--- config.mk ---
export PLATFORM = sky130hd
export DESIGN_NAME = rtc_alarm_irq
export DESIGN_NICKNAME = d
export VERILOG_FILES = /design/src/rtl/rtc_alm_pkg.sv /design/src/rtl/rtc_alarm_regs.sv /design/src/rtl/rtc_alarm_match.sv /design/src/rtl/rtc_irq_flags.sv /design/src/rtl/rtc_alarm_irq.sv
export SDC_FILE = /design/constraint.sdc
export NUM_CORES = 1
export LEC_CHECK = 0
export BUFFER_PORTS_ARGS = -buffer_cell sky130_fd_sc_hd__buf_2
export CORE_ASPECT_RATIO = 1.5
export CORE_MARGIN = 2
export CORE_UTILIZATION = 50
export CTS_BUF_LIST = sky130_fd_sc_hd__clkbuf_4
export DETAILED_ROUTE_END_ITERATION = 16
export GPL_TIMING_DRIVEN = 0
export PLACE_DENSITY = 0.86
export RECOVER_POWER = 100
export SLEW_MARGIN = 15
export SYNTH_ARGS = -nofsm -noshare
export SYNTH_HDL_FRONTEND = slang
export SYNTH_SLANG_ARGS = --single-unit
export TNS_END_PERCENT = 20
--- constraint.sdc ---
create_clock -name clk -period 2.2 [get_ports clk]
set_input_delay 0.55 -clock clk [delete_from_list [all_inputs] [get_ports clk]]
set_output_delay 0.55 -clock clk [all_outputs]
set_load 0.005 [all_outputs]
--- src/rtl/rtc_alm_pkg.sv ---
package rtc_alm_pkg;
    localparam int BYTE_W   = 8;
    localparam int N_FIELDS = 3;
    localparam int SEL_W    = 2;

    localparam int FLAG_REQ = 7;
    localparam int FLAG_PER = 6;
    localparam int FLAG_ALM = 5;
    localparam int FLAG_UPD = 4;

    // interrupt sources, ordered to line up with status bits 6..4
    typedef struct packed {
        logic per;
        logic alm;
        logic upd;
    } src_t;
endpackage

--- src/rtl/rtc_alarm_regs.sv ---
module rtc_alarm_regs #(
    parameter int DW = 8,
    parameter int NF = 3,
    parameter int SW = 2
) (
    input  logic                  clk,
    input  logic                  rst_n,
    input  logic                  wr_en,
    input  logic [SW-1:0]         wr_sel,
    input  logic [DW-1:0]         wr_data,
    output logic [NF-1:0][DW-1:0] alm_o
);
    typedef struct packed {
        logic [NF-1:0][DW-1:0] bytes;
    } alm_st_t;

    alm_st_t st_d, st_q;

    always_comb begin
        st_d = st_q;
        for (int i = 0; i < NF; i++) begin
            if (wr_en && (wr_sel == SW'(i))) begin
                st_d.bytes[i] = wr_data;
            end
        end
    end

    always_ff @(posedge clk or negedge rst_n) begin
        if (!rst_n) st_q <= '0;
        else        st_q <= st_d;
    end

    assign alm_o = st_q.bytes;

    // a select outside the field range leaves every byte untouched
    p_bad_sel_r9: assert property (@(posedge clk) disable iff (!rst_n)
        (wr_en && (int'(wr_sel) >= NF)) |=> $stable(st_q));
endmodule

--- src/rtl/rtc_alarm_match.sv ---
module rtc_alarm_match #(
    parameter int DW = 8,
    parameter int NF = 3
) (
    input  logic [NF-1:0][DW-1:0] alm_i,
    input  logic [NF-1:0][DW-1:0] cur_i,
    output logic                  hit_o
);
    logic [NF-1:0] field_hit;

    for (genvar g = 0; g < NF; g++) begin : g_field
        logic any_val;
        assign any_val      = (alm_i[g][DW-1:DW-2] == 2'b11);
        assign field_hit[g] = any_val || (alm_i[g] == cur_i[g]);
    end

    assign hit_o = &field_hit;
endmodule

--- src/rtl/rtc_irq_flags.sv ---
module rtc_irq_flags
    import rtc_alm_pkg::*;
(
    input  logic       clk,
    input  logic       rst_n,
    input  src_t       evt_i,
    input  src_t       en_i,
    input  logic       rd_i,
    output logic [7:0] flags_o
);
    typedef struct packed {
        logic req;
        src_t src;
    } flag_st_t;

    flag_st_t st_d, st_q;

    always_comb begin
        st_d = st_q;
        if (rd_i) st_d.src = evt_i;
        else      st_d.src = st_q.src | evt_i;
        st_d.req = |(st_d.src & en_i);
    end

    always_ff @(posedge clk or negedge rst_n) begin
        if (!rst_n) st_q <= '0;
        else        st_q <= st_d;
    end

    assign flags_o = {st_q, 4'b0000};

    // a read with no new event leaves an empty byte
    p_read_clear_r6: assert property (@(posedge clk) disable iff (!rst_n)
        (rd_i && (evt_i == '0)) |=> (flags_o == 8'h00));
    // an event in the read cycle survives the clear
    p_read_keep_r6: assert property (@(posedge clk) disable iff (!rst_n)
        (rd_i && evt_i.per) |=> flags_o[FLAG_PER]);
    // alarm flag stays set until read
    p_alm_sticky_r3: assert property (@(posedge clk) disable iff (!rst_n)
        (flags_o[FLAG_ALM] && !rd_i) |=> flags_o[FLAG_ALM]);
    // periodic event sets its flag
    p_per_set_r5: assert property (@(posedge clk) disable iff (!rst_n)
        evt_i.per |=> flags_o[FLAG_PER]);
    // request bit follows enabled flags
    p_req_r7: assert property (@(posedge clk) disable iff (!rst_n)
        flags_o[FLAG_REQ] == |(flags_o[FLAG_PER:FLAG_UPD] & $past(en_i)));
endmodule

--- src/rtl/rtc_alarm_irq.sv ---
module rtc_alarm_irq
    import rtc_alm_pkg::*;
#(
    parameter int DW = BYTE_W
) (
    input  logic             clk,
    input  logic             rst_n,
    input  logic             alm_wr_en,
    input  logic [SEL_W-1:0] alm_wr_sel,
    input  logic [DW-1:0]    alm_wr_data,
    input  logic [DW-1:0]    cur_sec,
    input  logic [DW-1:0]    cur_min,
    input  logic [DW-1:0]    cur_hour,
    input  logic             upd_done,
    input  logic             per_tick,
    input  logic             set_hold,
    input  logic [2:0]       irq_en,
    input  logic             flag_rd,
    output logic [7:0]       flag_q,
    output logic             irq
);
    localparam int NF = N_FIELDS;

    logic [NF-1:0][DW-1:0] alm_bytes;
    logic [NF-1:0][DW-1:0] cur_bytes;
    logic                  all_hit;
    src_t                  evt, en;

    assign cur_bytes = {cur_hour, cur_min, cur_sec};

    rtc_alarm_regs #(.DW(DW), .NF(NF), .SW(SEL_W)) u_regs (
        .clk     (clk),
        .rst_n   (rst_n),
        .wr_en   (alm_wr_en),
        .wr_sel  (alm_wr_sel),
        .wr_data (alm_wr_data),
        .alm_o   (alm_bytes)
    );

    rtc_alarm_match #(.DW(DW), .NF(NF)) u_match (
        .alm_i (alm_bytes),
        .cur_i (cur_bytes),
        .hit_o (all_hit)
    );

    always_comb begin
        evt.upd = upd_done && !set_hold;
        evt.alm = evt.upd && all_hit;
        evt.per = per_tick;
        en      = irq_en;
    end

    rtc_irq_flags u_flags (
        .clk     (clk),
        .rst_n   (rst_n),
        .evt_i   (evt),
        .en_i    (en),
        .rd_i    (flag_rd),
        .flags_o (flag_q)
    );

    assign irq = flag_q[FLAG_REQ];

    // three wildcard bytes match any accepted update
    p_wild_r1: assert property (@(posedge clk) disable iff (!rst_n)
        (upd_done && !set_hold && (alm_bytes[0][DW-1:DW-2] == 2'b11) &&
         (alm_bytes[1][DW-1:DW-2] == 2'b11) && (alm_bytes[2][DW-1:DW-2] == 2'b11))
        |=> flag_q[FLAG_ALM]);
    // held updates leave alarm and update flags as they were
    p_hold_r8: assert property (@(posedge clk) disable iff (!rst_n)
        (set_hold && !flag_rd) |=> $stable(flag_q[FLAG_ALM:FLAG_UPD]));
    // accepted update raises update-ended flag
    p_upd_r4: assert property (@(posedge clk) disable iff (!rst_n)
        (upd_done && !set_hold) |=> flag_q[FLAG_UPD]);
endmodule

* Yosys cells after proc, flatten, opt, wreduce, memory -nomap -nowiden
Cells that the tools add are included.
W data, S select, Z words.
** Word-level totals
- Flip-flop bits (word level) :: 28
- Logic and storage cells :: 30
** Operators by class
- Reductions and logical operators :: 12
- Bitwise operators :: 2
- Mux-type cells :: 1
- Equal/unequal tests :: 8
** Operators by type and width (number)
- $eq A8 B8 Y1 :: 3
- $eq A2 B2 Y1 const B :: 4
- $logic_and A1 B1 Y1 :: 5
- $and A3 B3 Y3 :: 1
- $logic_or A1 B1 Y1 :: 3
- $mux W3 :: 1
- $or A3 B3 Y3 :: 1
- $reduce_and A3 Y1 :: 1
- $reduce_or A3 Y1 :: 1
- $eq A2 B1 Y1 const B :: 1
- $logic_not A2 Y1 :: 1
- $logic_not A1 Y1 :: 1

* Logic depth before layout (Yosys ltp)
Gate-level depths: netlist of the first run.
- Depth in word-level cells :: 8
- Gate-level depth with buffers :: 5
- Mapped depth without buffers :: 5

* Hierarchy
Synthesis of the first run repeated with hierarchy kept, for this count alone.
** Second synthesis, totals
- Cells, all modules :: 104
- Area, all modules :: 1398.8 um^2
** By module, submodules not included
- rtc_alarm_regs :: seq. area each 600.6 um^2, area an instance 912.1 um^2, cells each 51, instances 1
- rtc_alarm_match :: seq. area each 0.0 um^2, area an instance 280.3 um^2, cells each 34, instances 1
- rtc_irq_flags :: seq. area each 100.1 um^2, area an instance 183.9 um^2, cells each 16, instances 1
- rtc_alarm_irq :: seq. area each 0.0 um^2, area an instance 22.5 um^2, cells each 3, instances 1

* Least setup slack after synthesis of the first run
OpenSTA, ideal clock, no wires.
- Kind :: input port to flip-flop
- Start point :: input cur_hour[6]
- End point :: register u_flags.st_q, in the netlist u_flags.flags_o[7]
- Arrival :: 1657 ps
- Buffers on the path :: 0
- Required time :: 2123 ps
- Slack :: 466 ps
- Stages :: 5
- Library setup time :: 77 ps
- Path through :: xor2_1 -> nor4_1 -> a22oi_1 -> or4_1 -> o21ai_1
** RTL lines
- start: declaration :: RTL line rtc_alarm_irq.sv:13 : input logic [DW-1:0] cur_hour,
- end signal: assignment :: RTL line rtc_irq_flags.sv:27 : else st_q <= st_d;
- end: declaration :: RTL line rtc_irq_flags.sv:16 : flag_st_t st_d, st_q;

==> results of run 1 <==
[metrics by stage]
stage | utilization (%) | setup slack, ns | total power (W) | instances | area, sq um
2_1_floorplan | - | 0.466 | 0.000841 | 110 | 1390
3_3_place_gp | 63.4 | 0.141 | 0.000931 | 195 | 1680
3_5_place_dp | 63.4 | 0.0895 | 0.000951 | 195 | 1680
4_1_cts | 64.2 | 0.275 | 0.00115 | 198 | 1700
5_1_grt | 63.8 | 0.129 | 0.00120 | 198 | 1690
6_report | 63.8 | 0.222 | 0.00113 | 198 | 1690
[critical path, cell delays in order, from the launching register on]
cell and delay (ns):
dfrtp_1 0.44, xor2_1 0.17, nor4_1 0.41, a22oi_1 0.12
or4_1 0.56, o21ai_0 0.21
[layout by cell type, fill, tap and decap left out]
cell type / instances
clkbuf_4: 4
a21o_1: 1
dfrtp_1: 28
conb_1: 4
nand3b_1: 2
nor4_1: 6
nor3b_1: 1
a22oi_1: 3
xor2_1: 24
nand2_1: 1
buf_4: 4
o21ai_0: 4
inv_1: 4
buf_2: 44
mux2_2: 24
clkbuf_1: 4
or4_1: 1
a222oi_1: 1
nand2b_1: 1
[sequential cells by signal, indices dropped and copies added, names as in the netlist]
| register | cells |
|---|---|
| u_flags.flags_o | 4 |
| u_regs.alm_o | 24 |
[power groups by stage]
| stage | Sequential, W | Clock [W] | Combinational [W] |
|---|---|---|---|
| detailed placement | 0.000682 | 0 | 0.000269 |
| global route | 0.000681 | 0.000226 | 0.000295 |
| floorplan | 0.000663 | 0 | 0.000177 |
| finish | 0.000669 | 0.000197 | 0.000263 |
| CTS | 0.000671 | 0.000207 | 0.000270 |
| global placement | 0.000676 | 0 | 0.000255 |
[final timing paths]
| check | cells after the start | to | slack [ns] |
|---|---|---|---|
| min in group asynchronous | 1 | u_flags.flags_o[5] | 0.55 |
| max reg2reg | 5 | u_flags.flags_o[7] | 0.22 |
| min | 2 | u_flags.flags_o[5] | 0.42 |
| max in group asynchronous | 1 | u_regs.alm_o[14] | 0.82 |
| min reg2reg | 1 | u_flags.flags_o[6] | 0.53 |
| max | 5 | u_flags.flags_o[7] | 0.22 |
[synth_stat cells, drive strengths merged]
| cell | count | area [sq um] |
|---|---|---|
| a21o | 1 | 7.51 |
| a222oi | 1 | 10.0 |
| a22oi | 3 | 22.5 |
| buf | 5 | 37.5 |
| conb | 1 | 3.75 |
| dfrtp | 28 | 701 |
| inv | 4 | 15.0 |
| mux2 | 24 | 270 |
| nand2 | 1 | 3.75 |
| nand2b | 1 | 6.26 |
| nand3b | 2 | 15.0 |
| nor3b | 1 | 12.5 |
| nor4 | 6 | 37.5 |
| o21ai | 4 | 20.0 |
| or4 | 1 | 7.51 |
| xor2 | 24 | 210 |
[final cells by class]
cell class,instances,share of cell area (%)
Sequential cell,28,41.5
Multi-Input combinational cell,73,37.5
Timing Repair Buffer,48,13.9
Tap cell,37,2.74
Buffer,5,2.22
Clock buffer,3,1.33
Inverter,4,0.888
[logic make-up (layout without fill, tap and decap cells)]
logic type	Yosys count	after routing	synth area share (%)
flip-flops	28	28	50.8
AO/OA/AOI/OAI	9	9	4.35
XOR/XNOR	24	24	15.2
AND/OR/NAND/NOR	12	12	5.98
buffers and inverters	9	60	3.81
other	1	4	0.272
multiplexers	24	24	19.6
[routing by layer]
layer | wire length (um) | vias up
met2 | 1480 | 39
li1 | - | 475
met3 | 156 | 9
met5 | 0 | -
met1 | 987 | 464
met4 | 79 | 0
==> impl_metrics.yaml, run 1 <==
cells_and_area:
  area_delta_synth_final_pct: 22.5
  multiInputGateArea_sq_um: 633
  fin_nets: 207
  num_antenna_cells: 0
  nFillCells: 219
  seqCellArea_sq_um: 701
  drive_gt1_share_pct: 47.2
clock_network:
  clockBufferDepth: 2
  cts_buffers: 3
  htreeDepth: 1
  cts_num_sinks: 28
  cts.root.buffer_cell: "clkbuf_4"
  hold_buffers: 0
  insertion_delay_ns: 0.32
  cts_tree: "done"
  post_cts_buffers: 0
  cts_resized: 0
  clk_pin_slew_worst_paths_ns: 0.13
floorplan:
  placeableCoreArea_sq_mm: 0.00265
  fp.dieW_um: 46.9
  ios: 53
  dieArea_sq_mm: 0.00321
  die_h_um: 68.3
  core.rowCount: 23
  start_util_pct: 52.1
global_route:
  busiest_layer: "met2"
  grt_max_degree: 29
  grt_pass1_wl_um: 4220
  grtUsageMet2_pct: 35.6
  grt_pass1_vias: 1030
  overflow: 0
  grt_usage_pct: 18.8
  grtUsageMet1_pct: 18.7
  grt_antenna_before_repair: 0
  met3_usage_pct: 1.85
power_and_ir_drop:
  clkPwrFrac_pct: 17.4
  seqPwrFrac_pct: 59.3
  p_switching_w: 0.000304
  pwr_density_cell_mw_per_mm2: 668
  power_frac_comb_pct: 23.3
  p_sw_share_pct: 26.9
  vdd_drop_max_v: 0.000519
  p_leak_nw: 0.814
  p_int_w: 0.000825
timing:
  max_slew_margin_pct: 3.74
  worst_pin_slew_ns: 1.44
  rsz0062_at_grt: "false"
  setup_violations: 0
  hold_viol: 0
  fmax_mhz: 505
  fin_hold_ws_ns: 0.422
  period_minus_slack_ns: 1.98
  report.final.slew_viol_count: 0
  fin_setup_tns_ns: 0
  final.period_utilization_pct: 89.9
  fin_worst_skew_ns: 0.00517
synthesis:
  syn_avg_cell_area_sq_um: 12.9
  ys_types: 17
  ys_warn_count: 0
  synthCells: 107
  synth-seq-area-share_pct: 50.8
  synth_seq_cells: 28
  syn_area_sq_mm: 0.00138
setup_path:
  r2r-start: "u_regs.alm_o[23]"
  timing.critical_path.from: "u_regs.alm_o[23]"
  critPathLaunchType: "flip-flop"
  cp_max_fo: 3
  criticalPathCategory: "reg2reg"
  end_kind: "flip-flop"
  crit_required_ns: 2.44
  critical_path_arrival_ns: 2.21
min_path:
  hold_class: "in2reg"
  hp-start: "flag_rd"
routing:
  drtIter0Drc: 20
  drc: 0
  drtAntennaViolNets: 0
  first_pass_iters: 4
  routed_wirelength_um: 2700
  vias: 987
  wire_per_inst_um: 13.6
  viasPerCell: 4.98
place:
  gp_congestion: 0.774
  port_buffers: 48
flow_run:
  cap_violations: 0
status:
  status: "finished clean"
Note: power is estimated with default switching activity, not from simulation.
==> inputs of run 2 (changes only) <==
Settings changed: RECOVER_POWER 100 to 25.
==> impl_metrics.yaml, run 2 (synthesis results as in run 1) <==
min_path:
  holdPathStages: 2
  hold_class: "in2reg"
timing:
  fmax_mhz: 518
  fin_worst_skew_ns: 0.00413
  hold_viol: 0
  fin_setup_tns_ns: 0
  period_minus_slack_ns: 1.93
  rsz0062_at_grt: "false"
  report.final.slew_viol_count: 0
  setup_violations: 0
  worst_pin_slew_ns: 1.44
  layout_setup_ws_ns: 0.270
  max_slew_margin_pct: 3.96
  final.period_utilization_pct: 87.7
cells_and_area:
  drive_gt1_share_pct: 49.7
  fin_area_sq_mm: 0.00170
  area_delta_synth_final_pct: 23.1
  largest_reg_flops: 24
  num_antenna_cells: 0
  layout_commonest_cell: "buf_2"
  fin_nets: 207
  layout_common_cells: "buf_2, dfrtp_1, xor2_1, mux2_2, nor4_1"
routing:
  drtAntennaViolNets: 0
  first_pass_iters: 4
  vias: 986
  wire_per_inst_um: 13.6
  drc: 0
  viasPerCell: 4.98
  routed_wirelength_um: 2700
  drtIter0Drc: 15
setup_path:
  crit_required_ns: 2.45
  critical_path_arrival_ns: 2.18
  criticalPathCategory: "reg2reg"
  r2r_slack_ns: 0.27
  end_kind: "flip-flop"
  endpoint: "u_flags.flags_o[7]"
  r2r-start: "u_regs.alm_o[23]"
  timing.critical_path.from: "u_regs.alm_o[23]"
  r2r-end: "u_flags.flags_o[7]"
  critPathLaunchType: "flip-flop"
  cp_max_fo: 3
  ff2ff_path_depth: 5
floorplan:
  die_h_um: 68.3
  dieArea_sq_mm: 0.00321
  ios: 53
  placeableCoreArea_sq_mm: 0.00265
  fp.dieW_um: 46.9
  start_util_pct: 52.1
  core.rowCount: 23
global_route:
  grt_usage_pct: 18.8
  grt_pass1_wl_um: 4220
  grt_max_degree: 29
  grt_antenna_before_repair: 0
  overflow: 0
  grt_pass1_vias: 1030
power_and_ir_drop:
  p_leak_nw: 0.825
  vdd_drop_max_v: 0.000515
  p_switching_w: 0.000303
  pwr_density_cell_mw_per_mm2: 665
  power_w: 0.00113
  p_int_w: 0.000827
  clkPwrFrac_pct: 17.2
  seqPwrFrac_pct: 59.3
  power_frac_comb_pct: 23.5
  p_sw_share_pct: 26.8
clock_network:
  cts_tree: "done"
  htreeDepth: 1
  cts_num_sinks: 28
  insertion_delay_ns: 0.31
  cts_buffers: 3
  clk_pin_slew_worst_paths_ns: 0.13
  clockBufferDepth: 2
  cts.root.buffer_cell: "clkbuf_4"
  cts_resized: 0
  post_cts_buffers: 0
  hold_buffers: 0
place:
  post-place-ws_ns: 0.0895
  postPlaceCellArea_sq_mm: 0.00168
  gp_congestion: 0.774
  port_buffers: 48
status:
  status: "finished clean"
flow_run:
  cap_violations: 0
## run 2: metal layers
layer	routed length [um]	global-route usage, %
met1	981	18.7
met3	152	1.85
met5	0	0
met4	78	10.4
met2	1490	35.6
## run 2: cell type report
| type | count | area [sq um] |
|---|---|---|
| buffer | 5 | 37.5 |
| clock buffer | 3 | 22.5 |
| fill | 217 | 948 |
| sequential | 28 | 701 |
| tap | 37 | 46.3 |
| multi-input combinational | 73 | 638 |
| inverter | 4 | 15.0 |
| timing repair buffer | 48 | 239 |
## run 2: power by group through the flow
stage	clock (W)	sequential [W]	combinational (W)
2_1_floorplan	0	0.000663	0.000177
3_3_place_gp	0	0.000676	0.000255
3_5_place_dp	0	0.000682	0.000269
4_1_cts	0.000207	0.000671	0.000270
5_1_grt	0.000226	0.000681	0.000297
6_report	0.000195	0.000670	0.000265
## run 2: critical path, stage by stage (launching register included)
cell,delay [ns]
dfrtp_1,0.44
xor2_1,0.17
nor4_1,0.41
a22oi_1,0.12
or4_1,0.57
o21ai_1,0.16
## run 2: worst min-delay path by stage
stage,startpoint,to
floorplan,rst_n,u_flags.flags_o[4]
finish,flag_rd,u_flags.flags_o[5]
detailed placement,u_flags.flags_o[6],u_flags.flags_o[6]
global placement,u_flags.flags_o[6],u_flags.flags_o[6]
CTS,rst_n,u_regs.alm_o[23]
global route,per_tick,u_flags.flags_o[6]
## run 2: metrics by stage
stage               cells  hold slack, ns  util (%)
global route          198           0.407      64.2
global placement      195           0.487      63.4
finish                198           0.424      64.2
CTS                   198           0.235      64.2
detailed placement    195           0.502      63.4
floorplan             110           0.254         -
==> inputs of run 3 (changes only) <==
Settings changed: MAX_ROUTING_LAYER set to met4.
==> impl_metrics.yaml, run 3 (synthesis results as in run 1) <==
min_path:
  holdPathEnd: "u_flags.flags_o[5]"
  hp-start: "flag_rd"
  holdPathStages: 2
  hold_class: "in2reg"
clock_network:
  cts_buffers: 3
  cts_resized: 0
  cts_num_sinks: 28
  hold_buffers: 0
  post_cts_buffers: 0
  cts.root.buffer_cell: "clkbuf_4"
  cts_tree: "done"
  clockBufferDepth: 2
  clk_pin_slew_worst_paths_ns: 0.13
  htreeDepth: 1
  insertion_delay_ns: 0.31
timing:
  fin_setup_tns_ns: 0
  rsz0062_at_grt: "false"
  period_minus_slack_ns: 1.93
  max_slew_margin_pct: 3.96
  report.final.slew_viol_count: 0
  final.period_utilization_pct: 87.7
  fmax_mhz: 518
  fin_worst_skew_ns: 0.00413
  worst_pin_slew_ns: 1.44
  hold_viol: 0
  setup_violations: 0
global_route:
  grt_max_degree: 29
  grt_usage_pct: 19.3
  grt_antenna_before_repair: 0
  grt_pass1_vias: 1030
  grt_pass1_wl_um: 4220
  overflow: 0
routing:
  viasPerCell: 4.98
  routed_wirelength_um: 2700
  first_pass_iters: 4
  drc: 0
  vias: 986
  drtAntennaViolNets: 0
  wire_per_inst_um: 13.6
  drtIter0Drc: 15
power_and_ir_drop:
  p_int_w: 0.000827
  p_sw_share_pct: 26.8
  p_leak_nw: 0.825
  seqPwrFrac_pct: 59.3
  p_switching_w: 0.000303
  clkPwrFrac_pct: 17.2
  pwr_density_cell_mw_per_mm2: 665
  vdd_drop_max_v: 0.000515
  power_frac_comb_pct: 23.5
cells_and_area:
  layout_common_cells: "buf_2, dfrtp_1, xor2_1, mux2_2, nor4_1"
  num_antenna_cells: 0
  area_delta_synth_final_pct: 23.1
  nFillCells: 217
  fin_area_sq_mm: 0.00170
  fin_cells: 198
  drive_gt1_share_pct: 49.7
  layout_commonest_cell: "buf_2"
  largest_reg_flops: 24
  fin_nets: 207
setup_path:
  crit_required_ns: 2.45
  r2r_slack_ns: 0.27
  critPathLaunchType: "flip-flop"
  r2r-start: "u_regs.alm_o[23]"
  worstPathCellList: "xor2_1 > nor4_1 > a22oi_1 > or4_1 > o21ai_1"
  slowest_delay_ns: 0.57
  critical_path_arrival_ns: 2.18
  criticalPathCategory: "reg2reg"
  slowest_stage: "or4_1"
  end_kind: "flip-flop"
  ff2ff_path_depth: 5
  cp_max_fo: 3
  r2r-end: "u_flags.flags_o[7]"
floorplan:
  die_h_um: 68.3
  fp.dieW_um: 46.9
  dieArea_sq_mm: 0.00321
  core.rowCount: 23
  placeableCoreArea_sq_mm: 0.00265
  start_util_pct: 52.1
  ios: 53
status:
  status: "finished clean"
place:
  placedCellCount: 195
  gp_congestion: 0.784
  port_buffers: 48
  postPlaceCellArea_sq_mm: 0.00168
flow_run:
  cap_violations: 0
==> run 3: cell counts in the layout (fill, tap and decap cells not counted) <==
No cell type changed its count.
==> run 3: layout make-up <==
type | instances | area (sq um) | area share (%)
Sequential cell | 28 | 701 | 41.2
Multi-Input combinational cell | 73 | 638 | 37.6
Timing Repair Buffer | 48 | 239 | 14.1
Tap cell | 37 | 46.3 | 2.72
Buffer | 5 | 37.5 | 2.21
Clock buffer | 3 | 22.5 | 1.33
Inverter | 4 | 15.0 | 0.884
==> run 3: metrics by stage <==
step | hold WS, ns | setup WS [ns] | util [%] | power (W)
CTS | 0.235 | 0.275 | 64.2 | 0.00115
floorplan | 0.254 | 0.466 | - | 0.000841
global placement | 0.487 | 0.141 | 63.4 | 0.000931
global route | 0.407 | 0.199 | 64.2 | 0.00120
finish | 0.424 | 0.270 | 64.2 | 0.00113
detailed placement | 0.502 | 0.0895 | 63.4 | 0.000951
==> run 3: worst max path at each step <==
stage	from	to	cells after the start
2_1_floorplan	cur_hour[6]	u_flags.flags_o[7]	5
3_3_place_gp	cur_hour[1]	u_flags.flags_o[7]	6
3_5_place_dp	cur_hour[4]	u_flags.flags_o[7]	6
4_1_cts	u_regs.alm_o[23]	u_flags.flags_o[7]	5
5_1_grt	u_regs.alm_o[22]	u_flags.flags_o[7]	5
6_report	u_regs.alm_o[23]	u_flags.flags_o[7]	5
==> run 3: critical path, delay by kind of cell, from the launching register on <==
family                    cells  cell delay [ns]
xor gates and xnor gates      1             0.17
DFF                           1             0.44
AOI/OAI and AO/OA             2             0.28
and+or+nand+nor               2             0.98
==> run 3: power groups by stage <==
| stage | sequential (W) | clock, W | combinational [W] |
|---|---|---|---|
| floorplan | 0.000663 | 0 | 0.000177 |
| global placement | 0.000676 | 0 | 0.000255 |
| detailed placement | 0.000682 | 0 | 0.000269 |
| CTS | 0.000671 | 0.000207 | 0.000270 |
| global route | 0.000681 | 0.000226 | 0.000297 |
| finish | 0.000670 | 0.000195 | 0.000265 |
==> run 3: metal layers <==
layer	global-route usage, %	part of all wire, %	vias up
li1	-	-	473
met1	18.9	37	467
met2	35.6	55	37
met3	1.58	5.4	9
met4	10.4	2.9	0
met5	-	0	-
